**src/rtl/irq_accept_pkg.sv**
```systemverilog
// Package irq_accept_pkg
// Shared constants and types of the interrupt acceptance unit.
// Assumes a 16-bit status word whose priority mask sits at a fixed offset.
package irq_accept_pkg;
    localparam int SR_W = 16;

    typedef logic [SR_W-1:0] sr_t;

    // Which kind of event is taken at the current edge
    typedef enum logic [1:0] {
        EV_NONE = 2'd0,
        EV_HW   = 2'd1,
        EV_TRAP = 2'd2
    } ev_kind_t;
endpackage

```
**src/rtl/irq_prio_select.sv**
```systemverilog
// Module irq_prio_select
// Picks the highest hardware level whose line is active and whose level is
// strictly above the current mask. Purely combinational.
// Assumes bit i of req stands for level i+1.
module irq_prio_select #(
    parameter int NUM_LEVELS = 7,
    parameter int LVL_W      = 3
) (
    input  logic [NUM_LEVELS-1:0] req,
    input  logic [LVL_W-1:0]      mask,
    output logic                  hit,
    output logic [LVL_W-1:0]      level
);
    logic [NUM_LEVELS-1:0] eligible;

    // Per-level eligibility: line active and level above the mask
    for (genvar i = 0; i < NUM_LEVELS; i++) begin : g_elig
        localparam logic [LVL_W-1:0] LVL = LVL_W'(i + 1);
        assign eligible[i] = req[i] && (LVL > mask);
    end

    // Highest eligible level wins: scan upward, last hit overrides
    always_comb begin
        hit   = 1'b0;
        level = '0;
        for (int i = 0; i < NUM_LEVELS; i++) begin
            if (eligible[i]) begin
                hit   = 1'b1;
                level = LVL_W'(i + 1);
            end
        end
    end
endmodule

```
**src/rtl/sr_save_stack.sv**
```systemverilog
// Module sr_save_stack
// Last-in first-out store of saved status words for nested handlers.
// Assumes the user never pushes when full, never pops when empty, and never
// pushes and pops in the same cycle.
module sr_save_stack #(
    parameter int W     = 16,
    parameter int DEPTH = 8
) (
    input  logic         clk,
    input  logic         rst_n,
    input  logic         push,
    input  logic         pop,
    input  logic [W-1:0] din,
    output logic [W-1:0] dout,
    output logic         full,
    output logic         empty
);
    localparam int IDX_W = (DEPTH > 1) ? $clog2(DEPTH) : 1;
    localparam int CNT_W = $clog2(DEPTH + 1);

    logic [W-1:0]     mem [DEPTH];
    logic [CNT_W-1:0] count;
    logic [IDX_W-1:0] top_idx;
    logic [IDX_W-1:0] wr_idx;

    assign full    = (count == CNT_W'(DEPTH));
    assign empty   = (count == '0);
    assign top_idx = IDX_W'(count - CNT_W'(1));
    assign wr_idx  = IDX_W'(count);
    assign dout    = mem[top_idx];

    // Occupancy counter: up on push, down on pop
    always_ff @(posedge clk) begin
        if (!rst_n) begin
            count <= '0;
        end else if (push && !full) begin
            count <= count + CNT_W'(1);
        end else if (pop && !empty) begin
            count <= count - CNT_W'(1);
        end
    end

    // Entry storage: write the pushed word above the current top
    always_ff @(posedge clk) begin
        if (push && !full) begin
            mem[wr_idx] <= din;
        end
    end

    p_no_overflow_r11: assert property (@(posedge clk) disable iff (!rst_n)
        push |-> !full);

    p_no_underflow_r8: assert property (@(posedge clk) disable iff (!rst_n)
        pop |-> !empty);

    p_push_grows_r11: assert property (@(posedge clk) disable iff (!rst_n)
        push |=> (count == $past(count) + CNT_W'(1)));
endmodule

```
**src/rtl/irq_accept_unit.sv**
```systemverilog
// Module irq_accept_unit
// Decides when the core takes an exception. It owns the status word with
// its priority mask, saves and restores the word across nested handlers,
// and reports a one-cycle accept with level and vector address.
// Assumes hardware lines are held until accepted and trap_req is a
// one-cycle pulse issued by the core.
module irq_accept_unit
    import irq_accept_pkg::*;
#(
    parameter int              NUM_LEVELS    = 7,
    parameter int              TRAP_NUM_W    = 4,
    parameter int              ADDR_W        = 32,
    parameter int              STACK_DEPTH   = 8,
    parameter int              MASK_LO       = 8,
    parameter logic [ADDR_W-1:0] HW_VEC_BASE   = 'h60,
    parameter logic [ADDR_W-1:0] TRAP_VEC_BASE = 'h80,
    parameter logic [SR_W-1:0]   RESET_SR      = 16'h0000,
    localparam int             LVL_W         = $clog2(NUM_LEVELS + 1)
) (
    input  logic                  clk,
    input  logic                  rst_n,
    input  logic [NUM_LEVELS-1:0] irq_req,
    input  logic                  trap_req,
    input  logic [TRAP_NUM_W-1:0] trap_num,
    input  logic                  rte_strobe,
    input  logic                  sr_set_en,
    input  logic                  sr_clr_en,
    input  logic [SR_W-1:0]       sr_operand,
    output logic                  accept,
    output logic [LVL_W-1:0]      accept_level,
    output logic [ADDR_W-1:0]     vector_addr,
    output logic [SR_W-1:0]       status_word
);
    sr_t                   sr_q, sr_next;
    logic                  trap_pend_q;
    logic [TRAP_NUM_W-1:0] trap_num_q;
    logic [LVL_W-1:0]      mask;
    logic                  sel_hit;
    logic [LVL_W-1:0]      sel_level;
    logic                  stk_full, stk_empty;
    sr_t                   stk_dout;
    logic                  quiet;
    logic                  trap_any;
    logic [TRAP_NUM_W-1:0] trap_eff;
    ev_kind_t              ev;
    logic                  do_pop;
    logic [ADDR_W-1:0]     hw_vec, trap_vec;

    assign mask = sr_q[MASK_LO +: LVL_W];

    irq_prio_select #(
        .NUM_LEVELS (NUM_LEVELS),
        .LVL_W      (LVL_W)
    ) u_select (
        .req   (irq_req),
        .mask  (mask),
        .hit   (sel_hit),
        .level (sel_level)
    );

    sr_save_stack #(
        .W     (SR_W),
        .DEPTH (STACK_DEPTH)
    ) u_stack (
        .clk   (clk),
        .rst_n (rst_n),
        .push  (ev != EV_NONE),
        .pop   (do_pop),
        .din   (sr_q),
        .dout  (stk_dout),
        .full  (stk_full),
        .empty (stk_empty)
    );

    // Event choice: control operations and a full stack hold off acceptance
    always_comb begin
        quiet    = !rte_strobe && !sr_set_en && !sr_clr_en && !stk_full;
        trap_any = trap_pend_q || trap_req;
        trap_eff = trap_pend_q ? trap_num_q : trap_num;
        if (quiet && sel_hit)       ev = EV_HW;
        else if (quiet && trap_any) ev = EV_TRAP;
        else                        ev = EV_NONE;
        do_pop = rte_strobe && !stk_empty;
    end

    // Next status word: return, then set/clear, then event entry
    always_comb begin
        sr_next = sr_q;
        if (do_pop) begin
            sr_next = stk_dout;
        end else if (sr_set_en) begin
            sr_next = sr_q | sr_operand;
        end else if (sr_clr_en) begin
            sr_next = sr_q & sr_operand;
        end else if (ev == EV_HW) begin
            sr_next[MASK_LO +: LVL_W] = sel_level;
        end else if (ev == EV_TRAP) begin
            sr_next[MASK_LO +: LVL_W] = '0;
        end
    end

    // Vector addresses for both event kinds
    assign hw_vec   = HW_VEC_BASE + (ADDR_W'(sel_level) << 2);
    assign trap_vec = TRAP_VEC_BASE + (ADDR_W'(trap_eff) << 2);

    // Status word register
    always_ff @(posedge clk) begin
        if (!rst_n) sr_q <= RESET_SR;
        else        sr_q <= sr_next;
    end

    // Trap pending latch: hold an untaken trap, ignore pulses while held
    always_ff @(posedge clk) begin
        if (!rst_n) begin
            trap_pend_q <= 1'b0;
            trap_num_q  <= '0;
        end else if (ev == EV_TRAP) begin
            trap_pend_q <= 1'b0;
        end else if (trap_req && !trap_pend_q) begin
            trap_pend_q <= 1'b1;
            trap_num_q  <= trap_num;
        end
    end

    // Accept outputs: one-cycle strobe with level and vector
    always_ff @(posedge clk) begin
        if (!rst_n) begin
            accept       <= 1'b0;
            accept_level <= '0;
            vector_addr  <= '0;
        end else begin
            accept <= (ev != EV_NONE);
            if (ev == EV_HW) begin
                accept_level <= sel_level;
                vector_addr  <= hw_vec;
            end else if (ev == EV_TRAP) begin
                accept_level <= '0;
                vector_addr  <= trap_vec;
            end
        end
    end

    assign status_word = sr_q;

    p_reset_state_r1: assert property (@(posedge clk)
        !rst_n |=> (status_word == RESET_SR && !accept));

    p_hw_above_mask_r2: assert property (@(posedge clk) disable iff (!rst_n)
        (accept && accept_level != '0) |-> (accept_level > $past(mask)));

    p_mask_follows_accept_r2: assert property (@(posedge clk) disable iff (!rst_n)
        accept |-> (status_word[MASK_LO +: LVL_W] == accept_level));

    p_quiet_on_control_r10: assert property (@(posedge clk) disable iff (!rst_n)
        (rte_strobe || sr_set_en || sr_clr_en) |=> !accept);

    p_rte_restores_r8: assert property (@(posedge clk) disable iff (!rst_n)
        do_pop |=> (status_word == $past(stk_dout)));

    p_full_holds_r11: assert property (@(posedge clk) disable iff (!rst_n)
        stk_full |=> !accept);
endmodule

```
**config.mk**
```make
export PLATFORM = sky130hd
export DESIGN_NAME = irq_accept_unit
export DESIGN_NICKNAME = d
export VERILOG_FILES = /design/src/rtl/irq_accept_pkg.sv /design/src/rtl/irq_prio_select.sv /design/src/rtl/sr_save_stack.sv /design/src/rtl/irq_accept_unit.sv
export SDC_FILE = /design/constraint.sdc
export NUM_CORES = 1
export LEC_CHECK = 0
export BUFFER_PORTS_ARGS = -buffer_cell sky130_fd_sc_hd__buf_2
export CAP_MARGIN = 30
export CORE_MARGIN = 10
export CORE_UTILIZATION = 60
export CTS_CLUSTER_DIAMETER = 40
export CTS_CLUSTER_SIZE = 25
export DETAILED_ROUTE_END_ITERATION = 8
export PLACE_DENSITY = 0.9
export REMOVE_ABC_BUFFERS = 1
export SYNTH_ARGS = -nofsm -noshare
export SYNTH_HDL_FRONTEND = slang
export SYNTH_SLANG_ARGS = --single-unit
```
**constraint.sdc**
```tcl
create_clock -name clk -period 11.48 [get_ports clk]
set_input_delay 1.722 -clock clk [delete_from_list [all_inputs] [get_ports clk]]
set_output_delay 1.722 -clock clk [all_outputs]
set_load 0.1 [all_outputs]
```
# == After elaboration in Yosys (flattened, before gate mapping) ==
# Memories as Yosys holds them, arrays and structs flattened.
# Cells that the tools add are included.
# word_totals
inputBits,33
wordCells,88
ramBits,128
output_inout_bits,52
reg_bits,61
mem_count,1
# op_classes
add_sub_neg,4
magnitude_cmp,7
reduce_logical,31
bitwise_logic,4
mux,30
eq_ne,3
# memory_table
memory,depth,word_bits,rd,rd_clocked_by_memory_dff,wr,line_no,rtl
u_stack.mem,8,16,1,0,1,sr_save_stack.sv:21,logic [W-1:0] mem [DEPTH];
# ops
operator,count
$mux 32,2
$mux 16,2
$mux 3,7
$and 16x16->16,1
$logic_and 1x1->1,16
$or 16x16->16,1
$gt 3x3->1 const A,4
$mux 4,3
$mux 1,10
$add 8x6->9 const A,1
$add 7x5->8 const A,1
$mux 2,4
$mux 8,1
$gt 2x3->1 const A,2
$logic_not 1->1,6
$reduce_bool 2->1,3
$mux 5,1
$reduce_bool 5->1,1
$add 4x1->4 const B,1
$eq 4x4->1 const B,1
$logic_not 4->1,1
$sub 4x1->4 const B,1
$gt 1x3->1 const A,1
$reduce_bool 3->1,1
other kinds (6),7

# == Depth between registers and ports, before layout ==
# Gate-level depths: netlist of the first run.
# logic_depth
ltp_word,17
depth_mapped,10
ltp_nobuf,7

# == Modules after synthesis ==
# From an unflattened synthesis of the first run, not the netlist that was laid out.
# hier_totals
cells_unflattened,479
hier_area_um2,7006.7
# by_module_without_submodules
module,n_inst,seq_area_each_um2,area_per_inst_um2,cells_each
sr_save_stack,1,3923.8,5198.7,244
irq_accept_unit,1,620.6,1679.1,212
irq_prio_select,1,0.0,128.9,23

# == Worst setup path after synthesis of the first run ==
# Ideal clock, no wire load.
# synth_timing
kind,input-to-reg
from,input irq_req[0]
to,"memory u_stack.mem[1][0], enable pin"
arrival_ns,4.118
path_slack_ns,6.932
t_required_ns,11.050
setup_ns,0.430
stages,5
path_cell_list,nand2b_1 a221oi_4 nor4_2 nand2b_1 nor4_1
# synth_between
elab_chain_cells,14
# synth_lines
item,line_no,rtl
from (decl),irq_accept_unit.sv:22,"input logic [NUM_LEVELS-1:0] irq_req,"
$logic_and 1x1->1,irq_prio_select.sv:19,assign eligible[i] = req[i] && (LVL > mask);
$mux 1 (7 in a row),irq_prio_select.sv:27,if (eligible[i]) begin
$logic_and 1x1->1,irq_accept_unit.sv:80,if (quiet && sel_hit) ev = EV_HW;
$mux 2,irq_accept_unit.sv:80,
$reduce_bool 2->1,irq_accept_unit.sv:67,".push (ev != EV_NONE),"
$logic_and 1x1->1,sr_save_stack.sv:45,if (push && !full) begin
$mux 1,sr_save_stack.sv:45,
$mux 1 (implied by the code),sr_save_stack.sv:46,mem[wr_idx] <= din;
to (decl),sr_save_stack.sv:21,
# No other way between the ends.

# == Final worst setup path of the first run ==
# layout_timing
from,input irq_req[2]
to,"memory u_stack.mem[4][7], enable pin"
# layout_between
elab_chain_cells,12
# layout_lines
item,line_no
$logic_and 1x1->1,irq_prio_select.sv:19
$mux 1 (5 in a row),irq_prio_select.sv:27
$logic_and 1x1->1,irq_accept_unit.sv:80
$mux 2,irq_accept_unit.sv:80
$reduce_bool 2->1,irq_accept_unit.sv:67
$logic_and 1x1->1,sr_save_stack.sv:45
$mux 1,sr_save_stack.sv:45
$mux 1 (implied by the code),sr_save_stack.sv:46
# No other way between the ends.

==> results by group, run 1 <==
Drt
  – Initial DRC count: 564
  – Initial DRT Pass Iterations: 5
  – ANT nets after route: 0
  – Vias/cell: 6.335
  – Remaining routing DRC violations: 0
  – Vias: 4422
  – Wirelength per Cell: 23.28 um
  – Drt total wl: 16250 um

STA
  – Final hold vios: 0
  – Final setup vio count: 0
  – Final Max Tran Viols: 0
  – TNS Setup: 0 ps
  – Slew of the pin with the lowest slew margin: 1098 ps
  – Crit path time final: 3979 ps
  – WHS: 478.7 ps
  – Clk_skew: 6.418 ps
  – Max-slew headroom: 26.17%
  – Period utilization: 34.66%
  – RSZ-0062 raised after global routing: false
  – Peak Freq: 251.3 MHz
  – Worst setup margin: 7501 ps

Logic synthesis
  – Asr flop ratio synth: 0%
  – Ys flop type: edfxtp_1
  – Top cells by count, synth: edfxtp_1 (128), o21ai_0 (39), a21oi_1 (35), dfxtp_1 (35), mux4_2 (32)
  – Count of cell types in the netlist: 52
  – Area contributors post-synth: edfxtp_1 (55%), mux4_2 (10%), dfxtp_1 (10%)
  – Largest area contributor in the netlist: edfxtp_1
  – Sequential fraction of the synthesis area: 64.70%
  – Post-Syn Area per Cell: 14.57 um2
  – Post-synth EDFFs: 128
  – Most frequent cell after synthesis: edfxtp_1
  – Post-synthesis register bit count: 163
  – Yosys top cell area share: 54.72%
  – Mapped cell area: 7024 um2
  – Synth warnings: 0
  – Synthesized instance count: 482

GRT
  – Overflow after GRT: 0
  – Initial antenna violation count: 0
  – Gr usage total: 20.17%
  – Pin count of the biggest net entering global routing: 39
  – Vias in the first global route: 4566
  – First-pass GRT wire length: 25260 um

Critical path
  – Crit end category: flip-flop
  – CP Max Fanout: 16
  – Arrival @ worst endpoint: 4030 ps
  – Crit path kind: input port to flip-flop
  – Setup crit start kind: input port
  – Worst EP required: 11530 ps

Clocking
  – Hold-fix buffer count after cts: 0
  – Clock Latency Late Sink: 430 ps
  – CTS tree: built
  – # clock sinks: 163
  – Root Driver: clkbuf_16
  – CTS max path bufs: 2
  – Post-CTS resize count: 0
  – Post-CTS setup buffers: 0
  – Clock transition at path regs: 60 ps
  – TritonCTS buffer count: 17
  – H-tree levels: 4

Outcome
  – Status: finished clean

Die
  – Initial Util: 61.52%
  – Die Area: 16440 um2
  – Die H: 128.2 um
  – Core Rows: 39
  – Top Ports: 85
  – CORE AREA: 11420 um2
  – Die outline width: 128.2 um

Placed design
  – Port bufs: 58
  – Routability Congestion: 0.8254
  – Dpl hpwl: 9911 um
  – Place WS: 7023 ps
  – Placed cells: 664

Final layout
  – Final nets: 577
  – Synth-to-Final Area Change: 13.64%
  – Post-Layout Cell Count: 698
  – Share of cells above drive strength 1: 27.03%
  – Antenna diodes: 0

Power and ir drop
  – Pwr Total: 2.100 mW
  – Cell Pwr Density: 263.1 nW/um2
  – Peak VDD IR: 0.2592 mV
  – Leak: 2.825 nW

Worst hold path
  – Hold WC Path Type: flip-flop to flip-flop

Run
  – Max-Cap Viols: 0
flip-flops by register name, indices dropped and copies added (netlist names):
register	flops
status_word	16
u_stack.mem	128
vector_addr	6
u_stack.count	4
trap_num_q	4
accept	1
trap_pend_q	1
accept_level	3
cell families after synthesis:
logic type / synth area share (%)
AOI/OAI and AO/OA: 10.90
adders and majority gates: 0.3562
buffers and inverters: 5.094
DFF: 64.70
muxes: 11.88
other: 0.05339
and+or+nand+nor: 7.018
worst max-delay path, cell delays in order:
cell and delay [ps]:
buf_2 130, nor2_1 210, a221oi_4 140, nor4_2 990, nor2_1 240, and4_1 590
layer usage:
layer	vias to the layer above	wire length, um	track usage [%]
met5	-	0	0
met1	2191	6054	23.78
met3	37	1703	7.982
met2	251	8125	32.34
met4	0	366	8.212
li1	1943	-	-
path summary, 6_finish.rpt:
path                            end      startpoint  depth (start not counted)  slack, ps
setup / recovery  u_stack.mem[4][7]      irq_req[2]                          6       7500
hold / removal       vector_addr[5]  vector_addr[5]                          1        480
setup reg to reg  u_stack.mem[4][7]  status_word[9]                          5       8180
hold reg to reg      vector_addr[5]  vector_addr[5]                          1        480
where the power goes:
group / internal [mW] / switching (mW)
clock network: 0.339 / 0.226
logic: 0.217 / 0.479
registers: 0.743 / 0.0970
cell usage in the layout (no fill, tap or decap), types with 3 or more instances in the layout:
master	netlist	layout
a21o_1	3	3
a21oi_1	35	34
a22oi_1	17	17
a31oi_1	4	4
and3_1	3	3
buf_2	4	58
buf_4	30	10
bufinv_16	0	3
clkbuf_16	0	17
clkinv_1	0	3
clkinv_2	0	3
clkinvlp_4	0	3
conb_1	1	26
dfxtp_1	35	34
edfxtp_1	128	128
inv_1	8	8
mux2_2	3	3
mux2i_1	8	8
mux4_2	32	32
nand2_1	14	14
nand2b_1	21	21
nor2_1	29	29
nor4_2	2	6
o21ai_0	39	39
or3_1	3	3
area by class of cell:
cell class | instances | area [um2]
fillers | 728 | 3436
well taps | 143 | 178.9
repair buffers | 70 | 387.9
flip-flops and latches | 163 | 4546
clock inverters | 15 | 165.2
clock buffers | 17 | 425.4
inverters | 8 | 30.03
multi-input cells | 282 | 2250
stage by stage:
stage | utilization (%) | cell area, um2
final | 69.91 | 7983
after floorplan | - | 6790
after detailed placement | 64.54 | 7370
after CTS | 69.71 | 7960
after global routing | 69.91 | 7983
after global placement | 64.54 | 7370
Note: power is estimated with default switching activity, not from simulation.
==> run 2: changes to the inputs <==
--- a/config.mk
+++ b/config.mk
@@ -5,14 +5,15 @@
 export SDC_FILE = /design/constraint.sdc
 export NUM_CORES = 1
 export LEC_CHECK = 0
+export ABC_AREA = 1
 export BUFFER_PORTS_ARGS = -buffer_cell sky130_fd_sc_hd__buf_2
 export CAP_MARGIN = 30
 export CORE_MARGIN = 10
-export CORE_UTILIZATION = 60
+export CORE_UTILIZATION = 58
 export CTS_CLUSTER_DIAMETER = 40
 export CTS_CLUSTER_SIZE = 25
 export DETAILED_ROUTE_END_ITERATION = 8
-export PLACE_DENSITY = 0.9
+export PLACE_DENSITY = 0.87
 export REMOVE_ABC_BUFFERS = 1
 export SYNTH_ARGS = -nofsm -noshare
 export SYNTH_HDL_FRONTEND = slang
==> constraint.sdc (replaced) <==
create_clock -name clk -period 4.09 [get_ports clk]
set_input_delay 0.6135 -clock clk [delete_from_list [all_inputs] [get_ports clk]]
set_output_delay 0.6135 -clock clk [all_outputs]
set_load 0.1 [all_outputs]
==> run 2 against run 1 <==
Worst setup slack got worse by 6000 ps. Die area increased by 3.9%. Clock-buffer cell count increased by 6. Area after synthesis increased by 1.2%. Critical endpoint is now status_word[8]. Register-to-register slack got worse by 6700 ps. First-iteration DRC count increased by 12%.
==> results by group, run 2 <==
Logic synthesis
  – Asr flop ratio synth: 0% (unchanged)
  – Ys flop type: edfxtp_1
  – Sequential fraction of the synthesis area: 63.93% (-0.76 points)
  – Yosys top cell area share: 54.07% (-0.65 points)
  – Largest area contributor in the netlist: edfxtp_1
  – Count of cell types in the netlist: 41 (-21%)
  – Post-synthesis register bit count: 163 (unchanged)
  – Post-synth EDFFs: 128 (unchanged)
  – Most frequent cell after synthesis: edfxtp_1
  – Synthesized instance count: 665 (+38%)
  – Post-Syn Area per Cell: 10.69 um2 (-27%)
  – Area contributors post-synth: edfxtp_1 (54%), dfxtp_1 (9.9%), o21ai_0 (5.5%)
  – Synth warnings: 0 (unchanged)
  – Top cells by count, synth: edfxtp_1 (128), nor2_1 (93), nand2_1 (86)
  – Mapped cell area: 7108 um2 (+1.2%)

GRT
  – Met2 usage: 32.95% (+0.61 points)
  – Initial antenna violation count: 0 (unchanged)
  – Met3 Use GR: 5.278% (-2.7 points)
  – Overflow after GRT: 0 (unchanged)
  – Gr usage total: 20.69% (+0.52 points)
  – First-pass GRT wire length: 27100 um (+7.3%)
  – M1 GR Usage: 26.27% (+2.5 points)
  – Vias in the first global route: 5287 (+16%)
  – Grt peak-use layer: met2
  – Pin count of the biggest net entering global routing: 69 (+77%)

Clocking
  – Hold-fix buffer count after cts: 0 (unchanged)
  – Post-CTS setup buffers: 0 (unchanged)
  – Root Driver: clkbuf_16
  – Clock Latency Late Sink: 420 ps (about the same)
  – Clock transition at path regs: 50 ps (about the same)
  – CTS tree: built
  – # clock sinks: 163 (unchanged)
  – TritonCTS buffer count: 17 (unchanged)
  – CTS max path bufs: 2 (unchanged)
  – Post-CTS resize count: 0 (unchanged)
  – H-tree levels: 4 (unchanged)

Run
  – Max-Cap Viols: 0 (unchanged)

STA
  – TNS Setup: 0 ps (unchanged)
  – Final hold vios: 0 (unchanged)
  – Final setup vio count: 0 (unchanged)
  – Crit path time final: 2561 ps
  – Max-slew headroom: 35.10% (+8.9 points)
  – Peak Freq: 390.4 MHz
  – WHS: 445.8 ps (-32.95 ps)
  – RSZ-0062 raised after global routing: false
  – Slew of the pin with the lowest slew margin: 972.5 ps (-125.8 ps)
  – Clk_skew: 7.665 ps (+1.247 ps)
  – Period utilization: 62.63%
  – Final Max Tran Viols: 0 (unchanged)

Final layout
  – Footprint of the multi-input gates: 2170 um2 (-3.6%)
  – Cell area after layout: 8004 um2 (+0.27%)
  – Final nets: 756 (+31%)
  – Flip-flop and latch area: 4546 um2 (unchanged)
  – Fillers: 882 (+21%)
  – Commonest non-fill, non-tap cells in the layout: edfxtp_1 (128), nor2_1 (93), nand2_1 (86)
  – Share of cells above drive strength 1: 16.23% (-11 points)
  – Most common cell after layout, fill and taps aside: edfxtp_1
  – Synth-to-Final Area Change: 12.60%
  – Antenna diodes: 0 (unchanged)
  – Max reg flops: 128 (unchanged)
  – Biggest register: u_stack.mem

Power and ir drop
  – Leak: 3.130 nW (+11%)
  – Clock share of power: 28.5% (+1.6 points)
  – Switching Share: 37.88% (-0.31 points)
  – Net switching power: 2.048 mW (+160%)
  – Register share of total power: 41.2% (+1.2 points)
  – Peak VDD IR: 0.3642 mV (+41%)
  – Logic gate share of total power: 30.4% (-2.7 points)
  – Cell Pwr Density: 675.5 nW/um2 (+160%)
  – Internal power: 3.359 mW (+160%)

Critical path
  – CP max-delay cell: inv_1
  – Setup crit start kind: flip-flop
  – Arrival @ worst endpoint: 2910 ps (-1120 ps)
  – Cell family with most CP delay: buffers and inverters
  – Crit path kind: flip-flop to flip-flop
  – CP cell instances: inv_1 > ha_1 > inv_1 > o21ai_0 > o22ai_1 > nand2_1 > nand2_1 > inv_1 > nand2_1 > inv_1 > a21oi_1
  – Worst path max stage delay: 710 ps (-280 ps)
  – Cell mode on critical path: inv_1
  – Crit end category: flip-flop
  – Worst EP required: 4440 ps (-7090 ps)
  – Critical path buffer and inverter count: 4 (+3)
  – CP Max Fanout: 31 (+15)

Drt
  – Initial DRT Pass Iterations: 5 (unchanged)
  – Wirelength per Cell: 19.73 um (-15%)
  – Vias: 5269 (+19%)
  – Initial DRC count: 629 (+12%)
  – Vias/cell: 5.988 (-5.5%)
  – Drt total wl: 17360 um (+6.8%)
  – ANT nets after route: 0 (unchanged)
  – Remaining routing DRC violations: 0 (unchanged)

Die
  – Die outline width: 130.7 um (+2.0%)
  – Die H: 130.7 um (+2.0%)
  – CORE AREA: 12010 um2 (+5.2%)
  – Die Area: 17080 um2 (+3.9%)
  – Initial Util: 59.18% (-2.3 points)
  – Core Rows: 40 (+2.6%)
  – Top Ports: 85 (unchanged)

Placed design
  – Dpl cell area: 7436 um2 (+0.90%)
  – Port bufs: 58 (unchanged)
  – Routability Congestion: 0.8975 (+8.7%)
  – Dpl hpwl: 11100 um (+12%)

Worst hold path
  – Hold WC Path Type: input port to flip-flop

Outcome
  – Status: finished clean
## run 2: cell count changes after synthesis, moves of 24 or more
cell / delta
inv_1: +24
mux4_2: -32
nand2_1: +72
nor2_1: +64
o21ai_0: +39
o22ai_1: +30
## run 2: power by group through the flow
stage	clock, mW	combinational (mW)	sequential (mW)
final	1.54	1.64	2.23
after global routing	1.63	1.77	2.24
after floorplan	0	0.832	2.57
after global placement	0	1.57	2.23
after detailed placement	0	1.61	2.25
after CTS	1.55	1.63	2.22
## run 2: worst register-to-register path: stages (launching register included)
cell and delay (ps):
dfxtp_1 420, inv_1 130, ha_1 310, inv_1 710, o21ai_0 240, o22ai_1 180, nand2_1 110, nand2_1 110
inv_1 40, nand2_1 60, inv_1 40, a21oi_1 130
## run 2: path summary, 6_finish.rpt
kind,end,cells past startpoint,start,slack [ps]
worst max-delay path,status_word[8],11,u_stack.count[1],1530
worst min-delay path,trap_num_q[0],3,trap_num[0],450
worst max register to register,status_word[8],11,u_stack.count[1],1530
worst min register to register,accept_level[1],2,accept_level[1],460
## run 2: kinds of logic after synthesis
logic type | count (synthesis) | synth area share [%]
AOI/OAI and AO/OA | 164 | 13.31
xor gates and xnor gates | 4 | 0.4930
DFF | 163 | 63.93
buffers and inverters | 99 | 6.935
other | 1 | 0.05276
and+or+nand+nor | 221 | 13.38
adders and majority gates | 13 | 1.901
## run 2: layer usage
metal / up-vias / routed length (um)
met3: 33 / 1990
li1: 2402 / -
met1: 2498 / 6887
met4: 0 / 365
met5: - / 0
met2: 336 / 8118
## run 2: cell type report
type	instances	share of cell area (%)
clock buffer	23	5.721
clock inverter	8	1.376
inverter	42	2.048
multi-input combinational	428	27.11
sequential	163	56.79
tap	147	2.298
timing repair buffer	69	4.658
## run 2: metrics by stage
step / util [%] / instances / power, mW / setup WS (ps)
2_1_floorplan: - / 633 / 3.403 / -1033
3_3_place_gp: 61.91 / 849 / 3.797 / 1564
3_5_place_dp: 61.91 / 849 / 3.858 / 1445
4_1_cts: 66.64 / 880 / 5.396 / 1547
5_1_grt: 66.64 / 880 / 5.641 / 1218
6_report: 66.64 / 880 / 5.407 / 1529
